==> src/rtl/seqrec_pkg.sv <==
package seqrec_pkg;
    localparam int DIGIT_W   = 3;
    localparam int DIGIT_LEN = 4;
    localparam int BIT_LEN   = 6;
    // Digit at age k sits in bits [k*DIGIT_W +: DIGIT_W]; age 0 is the live digit.
    localparam logic [DIGIT_LEN*DIGIT_W-1:0] DIGIT_SEQ = {3'd6, 3'd2, 3'd0, 3'd1};
    // Bit k is the value expected at age k (newest first 1,0,0,1,0,1).
    localparam logic [BIT_LEN-1:0] BIT_SEQ = 6'b101001;
endpackage

==> src/rtl/shift_history.sv <==
module shift_history #(
    parameter int DEPTH = 3
) (
    input  logic             clk,
    input  logic             rst_n,
    input  logic             shift_in,
    output logic [DEPTH-1:0] hist
);
    // hist[0] holds the value from one cycle ago, hist[DEPTH-1] the oldest.
    always_ff @(posedge clk or negedge rst_n) begin
        if (!rst_n)
            hist <= '0;
        else
            hist <= {hist[DEPTH-2:0], shift_in};
    end
endmodule

==> src/rtl/pattern_compare.sv <==
module pattern_compare #(
    parameter int             LEN     = 4,
    parameter logic [LEN-1:0] PATTERN = '0
) (
    input  logic           cur,
    input  logic [LEN-2:0] hist,
    output logic           match
);
    logic [LEN-1:0] window;

    always_comb begin
        window = {hist, cur};
        match  = (window == PATTERN);
    end
endmodule

==> src/rtl/plane_matcher.sv <==
module plane_matcher #(
    parameter int             LEN     = 4,
    parameter logic [LEN-1:0] PATTERN = '0
) (
    input  logic clk,
    input  logic rst_n,
    input  logic cur,
    output logic match
);
    localparam int HIST = LEN - 1;

    logic [HIST-1:0] hist;

    shift_history #(.DEPTH(HIST)) u_hist (
        .clk      (clk),
        .rst_n    (rst_n),
        .shift_in (cur),
        .hist     (hist)
    );

    pattern_compare #(.LEN(LEN), .PATTERN(PATTERN)) u_cmp (
        .cur   (cur),
        .hist  (hist),
        .match (match)
    );
endmodule

==> src/rtl/octal_seq_recognizer.sv <==
module octal_seq_recognizer
    import seqrec_pkg::*;
#(
    parameter int                              D_W   = DIGIT_W,
    parameter int                              D_LEN = DIGIT_LEN,
    parameter logic [DIGIT_LEN*DIGIT_W-1:0]    D_SEQ = DIGIT_SEQ,
    parameter int                              B_LEN = BIT_LEN,
    parameter logic [BIT_LEN-1:0]              B_SEQ = BIT_SEQ
) (
    input  logic           clk,
    input  logic           rst_n,
    input  logic [D_W-1:0] digit_in,
    output logic           digit_hit,
    input  logic           bit_in,
    output logic           bit_hit
);
    // Slice one bit plane out of the digit sequence, age 0 in bit 0.
    function automatic logic [D_LEN-1:0] plane_pat(input int plane);
        logic [D_LEN-1:0] r;
        for (int k = 0; k < D_LEN; k++)
            r[k] = D_SEQ[k*D_W + plane];
        return r;
    endfunction

    logic [D_W-1:0] plane_match;

    generate
        for (genvar p = 0; p < D_W; p++) begin : g_plane
            plane_matcher #(
                .LEN     (D_LEN),
                .PATTERN (plane_pat(p))
            ) u_plane (
                .clk   (clk),
                .rst_n (rst_n),
                .cur   (digit_in[p]),
                .match (plane_match[p])
            );
        end
    endgenerate

    logic serial_match;

    plane_matcher #(
        .LEN     (B_LEN),
        .PATTERN (B_SEQ)
    ) u_serial (
        .clk   (clk),
        .rst_n (rst_n),
        .cur   (bit_in),
        .match (serial_match)
    );

    always_comb begin
        digit_hit = &plane_match;
        bit_hit   = serial_match;
    end
endmodule

==> config.mk <==
export PLATFORM = sky130hd
export DESIGN_NAME = octal_seq_recognizer
export DESIGN_NICKNAME = d
export VERILOG_FILES = /design/src/rtl/seqrec_pkg.sv /design/src/rtl/shift_history.sv /design/src/rtl/pattern_compare.sv /design/src/rtl/plane_matcher.sv /design/src/rtl/octal_seq_recognizer.sv
export SDC_FILE = /design/constraint.sdc
export NUM_CORES = 1
export LEC_CHECK = 0
export ABC_CLOCK_PERIOD_IN_PS = 1100
export BUFFER_PORTS_ARGS = -buffer_cell sky130_fd_sc_hd__buf_2
export CAP_MARGIN = 40
export CELL_PAD_IN_SITES_DETAIL_PLACEMENT = 1
export CELL_PAD_IN_SITES_GLOBAL_PLACEMENT = 2
export CORE_MARGIN = 1.5
export CORE_UTILIZATION = 30
export CTS_CLUSTER_DIAMETER = 150
export CTS_CLUSTER_SIZE = 25
export DETAILED_ROUTE_END_ITERATION = 12
export MAX_ROUTING_LAYER = met4
export PLACE_DENSITY_LB_ADDON = 0.1
export REMOVE_ABC_BUFFERS = 1
export SYNTH_ARGS = -nofsm -noshare
export SYNTH_HDL_FRONTEND = slang
export SYNTH_SLANG_ARGS = --single-unit
==> constraint.sdc <==
create_clock -name clk -period 1.1 [get_ports clk]
set_clock_uncertainty 0.15 [all_clocks]
set_input_delay 0.055 -clock clk [delete_from_list [all_inputs] [get_ports clk]]
set_output_delay 0.055 -clock clk [all_outputs]
set_load 0.02 [all_outputs]
==> results.cfg <==
[run_status]
status = finished with violations
violations = setup timing

[sta]
final-setup-viol-count = 2
grt_setup_unrepaired = true
drv_slew = 0
fin_crit_sh = 1.36
finalCriticalPeriod_ns = 1.49
whs_ns = 0.0427
worst_pin_slew_ns = 0.295
max_freq_ghz = 0.670
finalHoldViolations = 0
setup_slack_ns = -0.392
slew_headroom = 0.803

[grt]
grt_max_degree = 15
grt_pass1_wl_um = 986
antenna_found_initial = 0
track_usage = 0.115
grt_pass1_vias = 236
grt-ovfl-total = 0

[synthesis]
synthesis.area_um2 = 415
yosysWarnings = 0
synth_seq_cells = 14
ys_types = 6
syn_inst = 20
synth.avg_cell_area_um2 = 20.8
ys_seq_area_frac = 0.843

[floorplanning]
rows = 13
fp.dieW_um = 40.2
fp.dieH_um = 40.2
die-area_um2 = 1620
core-area_um2 = 1300
num_io_pins = 8
start_util = 0.319

[setup_path]
worstSetupPathType = register to output pin
cp_cell_sequence = nor4bb_2 > and3_1 > buf_6
cpMaxStageDelayCell = dfrtp_1
cp_max_fo = 2
worstSetupStartpointType = register
crit_buf_inv = 1
critPathTopFamily = simple AND/OR/NAND/NOR gates
critPathCaptureType = output pin
required_ns = 0.89
max_stage_delay_ns = 0.39
critPathArrivalTime_ns = 1.29

[power_and_ir_drop]
peakVddDrop_v = 0.000845
power_density_nw_per_um2 = 1590
p_leak_nw = 0.274

[clock_tree]
htree_levels = 1
numCtsBuffers = 3
cts_tree = built
cts_root_buf = clkbuf_4
clk_pin_slew_ns = 0.08
clockBufferDepth = 2
cts_sinks = 14
clk_latency_ns = 0.27

[cells_and_area]
finish.utilization = 0.465
nets = 47
layout-drive-gt1-share = 0.475
diodes = 0
area_delta_synth_final_pct = 45.8
most-common-layout-cells = dfrtp_1 (14), dlygate4sd3_1 (5), buf_2 (5), buf_4 (5), clkbuf_4 (3)
fin_cells = 55
final_common_cell = dfrtp_1
fill_cells = 134

[placement]
place.gp.congestion = 0.568
pre_cts_ws_ns = -0.136
dp.cells = 43
dpl.hpwl_um = 406
io_buffer_count = 7

[route]
dr.pass1.iters = 1
antenna_left = 0
dr_wl_met3_um = 55
drc = 0
routed_wirelength_um = 650
num_vias = 239
first_iter_violations = 0
wl_met1_um = 301
wire_per_inst_um = 11.8
via_per_inst = 4.35
highest_layer = met4
dr_wl_met2_um = 281

[worst_hold_path]
hold_class = input pin to asynchronous set/reset pin

[run]
maxCapViolations = 0
[area by class of cell]
type	instances	area, µm²	area share
sequential	14	350	0.579
timing repair buffer	16	124	0.205
multi-input combinational	6	76.3	0.126
clock buffer	4	36.3	0.0599
tap	15	18.8	0.0310
[cells in the mapped netlist]
cell type | number | area, µm²
dfrtp_1 | 14 | 350
nor4b_2 | 2 | 30.0
and3_1 | 1 | 6.26
nand4bb_1 | 1 | 11.3
nor3b_1 | 1 | 7.51
nor4bb_1 | 1 | 10.0
[kinds of logic after synthesis]
| group | after synthesis | synth area share |
|---|---|---|
| and+or+nand+nor | 6 | 0.157 |
| DFF | 14 | 0.843 |
[through the flow]
stage               area, µm²  TNS, ns  power [mW]
detailed placement        477   -0.183       0.595
finish                    606   -0.671       0.965
global route              606   -0.800        1.02
global placement          477   -0.103       0.593
floorplan                 415   -0.175       0.567
CTS                       598   -0.728       0.985
[power breakdown]
| part | switching, mW | leakage, nW | total, mW | internal (mW) |
|---|---|---|---|---|
| registers | 0.0131 | 0.163 | 0.553 | 0.540 |
| clock network | 0.156 | 0.0210 | 0.357 | 0.201 |
| logic | 0.0194 | 0.0897 | 0.0542 | 0.0348 |
[state kept, by name, indices dropped and copies added (netlist names)]
signal / count
g_plane.u_plane.u_hist.hist: 9
u_serial.u_hist.hist: 5
[routing by layer]
| metal | vias to the layer above | GRT usage |
|---|---|---|
| li1 | 109 | - |
| met1 | 121 | 0.104 |
| met2 | 7 | 0.157 |
| met3 | 2 | 0.100 |
| met4 | 0 | 0.0750 |
| met5 | - | - |
[what timing repair did]
action	4_1_cts	5_1_grt
pin swaps	4	1
resized for setup	3	2
cloned	0	0
setup endpoints to repair	2	2
setup buffers	3	0
hold endpoints to repair	18	0
hold buffers	5	0
[worst paths after layout]
kind                       cells after the start                         startpoint                                 to  slack, ns
min                                            2                              rst_n  g_plane[2].u_plane.u_hist.hist[2]       0.04
min in group clk                               0  g_plane[1].u_plane.u_hist.hist[1]  g_plane[1].u_plane.u_hist.hist[2]       0.24
max in group asynchronous                      2                              rst_n            u_serial.u_hist.hist[1]       0.53
min reg2reg                                    0  g_plane[1].u_plane.u_hist.hist[1]  g_plane[1].u_plane.u_hist.hist[2]       0.24
max reg2reg                                    1  g_plane[0].u_plane.u_hist.hist[0]  g_plane[0].u_plane.u_hist.hist[1]       0.32
max                                            3  g_plane[1].u_plane.u_hist.hist[0]                          digit_hit      -0.39
Note: power is estimated with default switching activity, not from simulation.
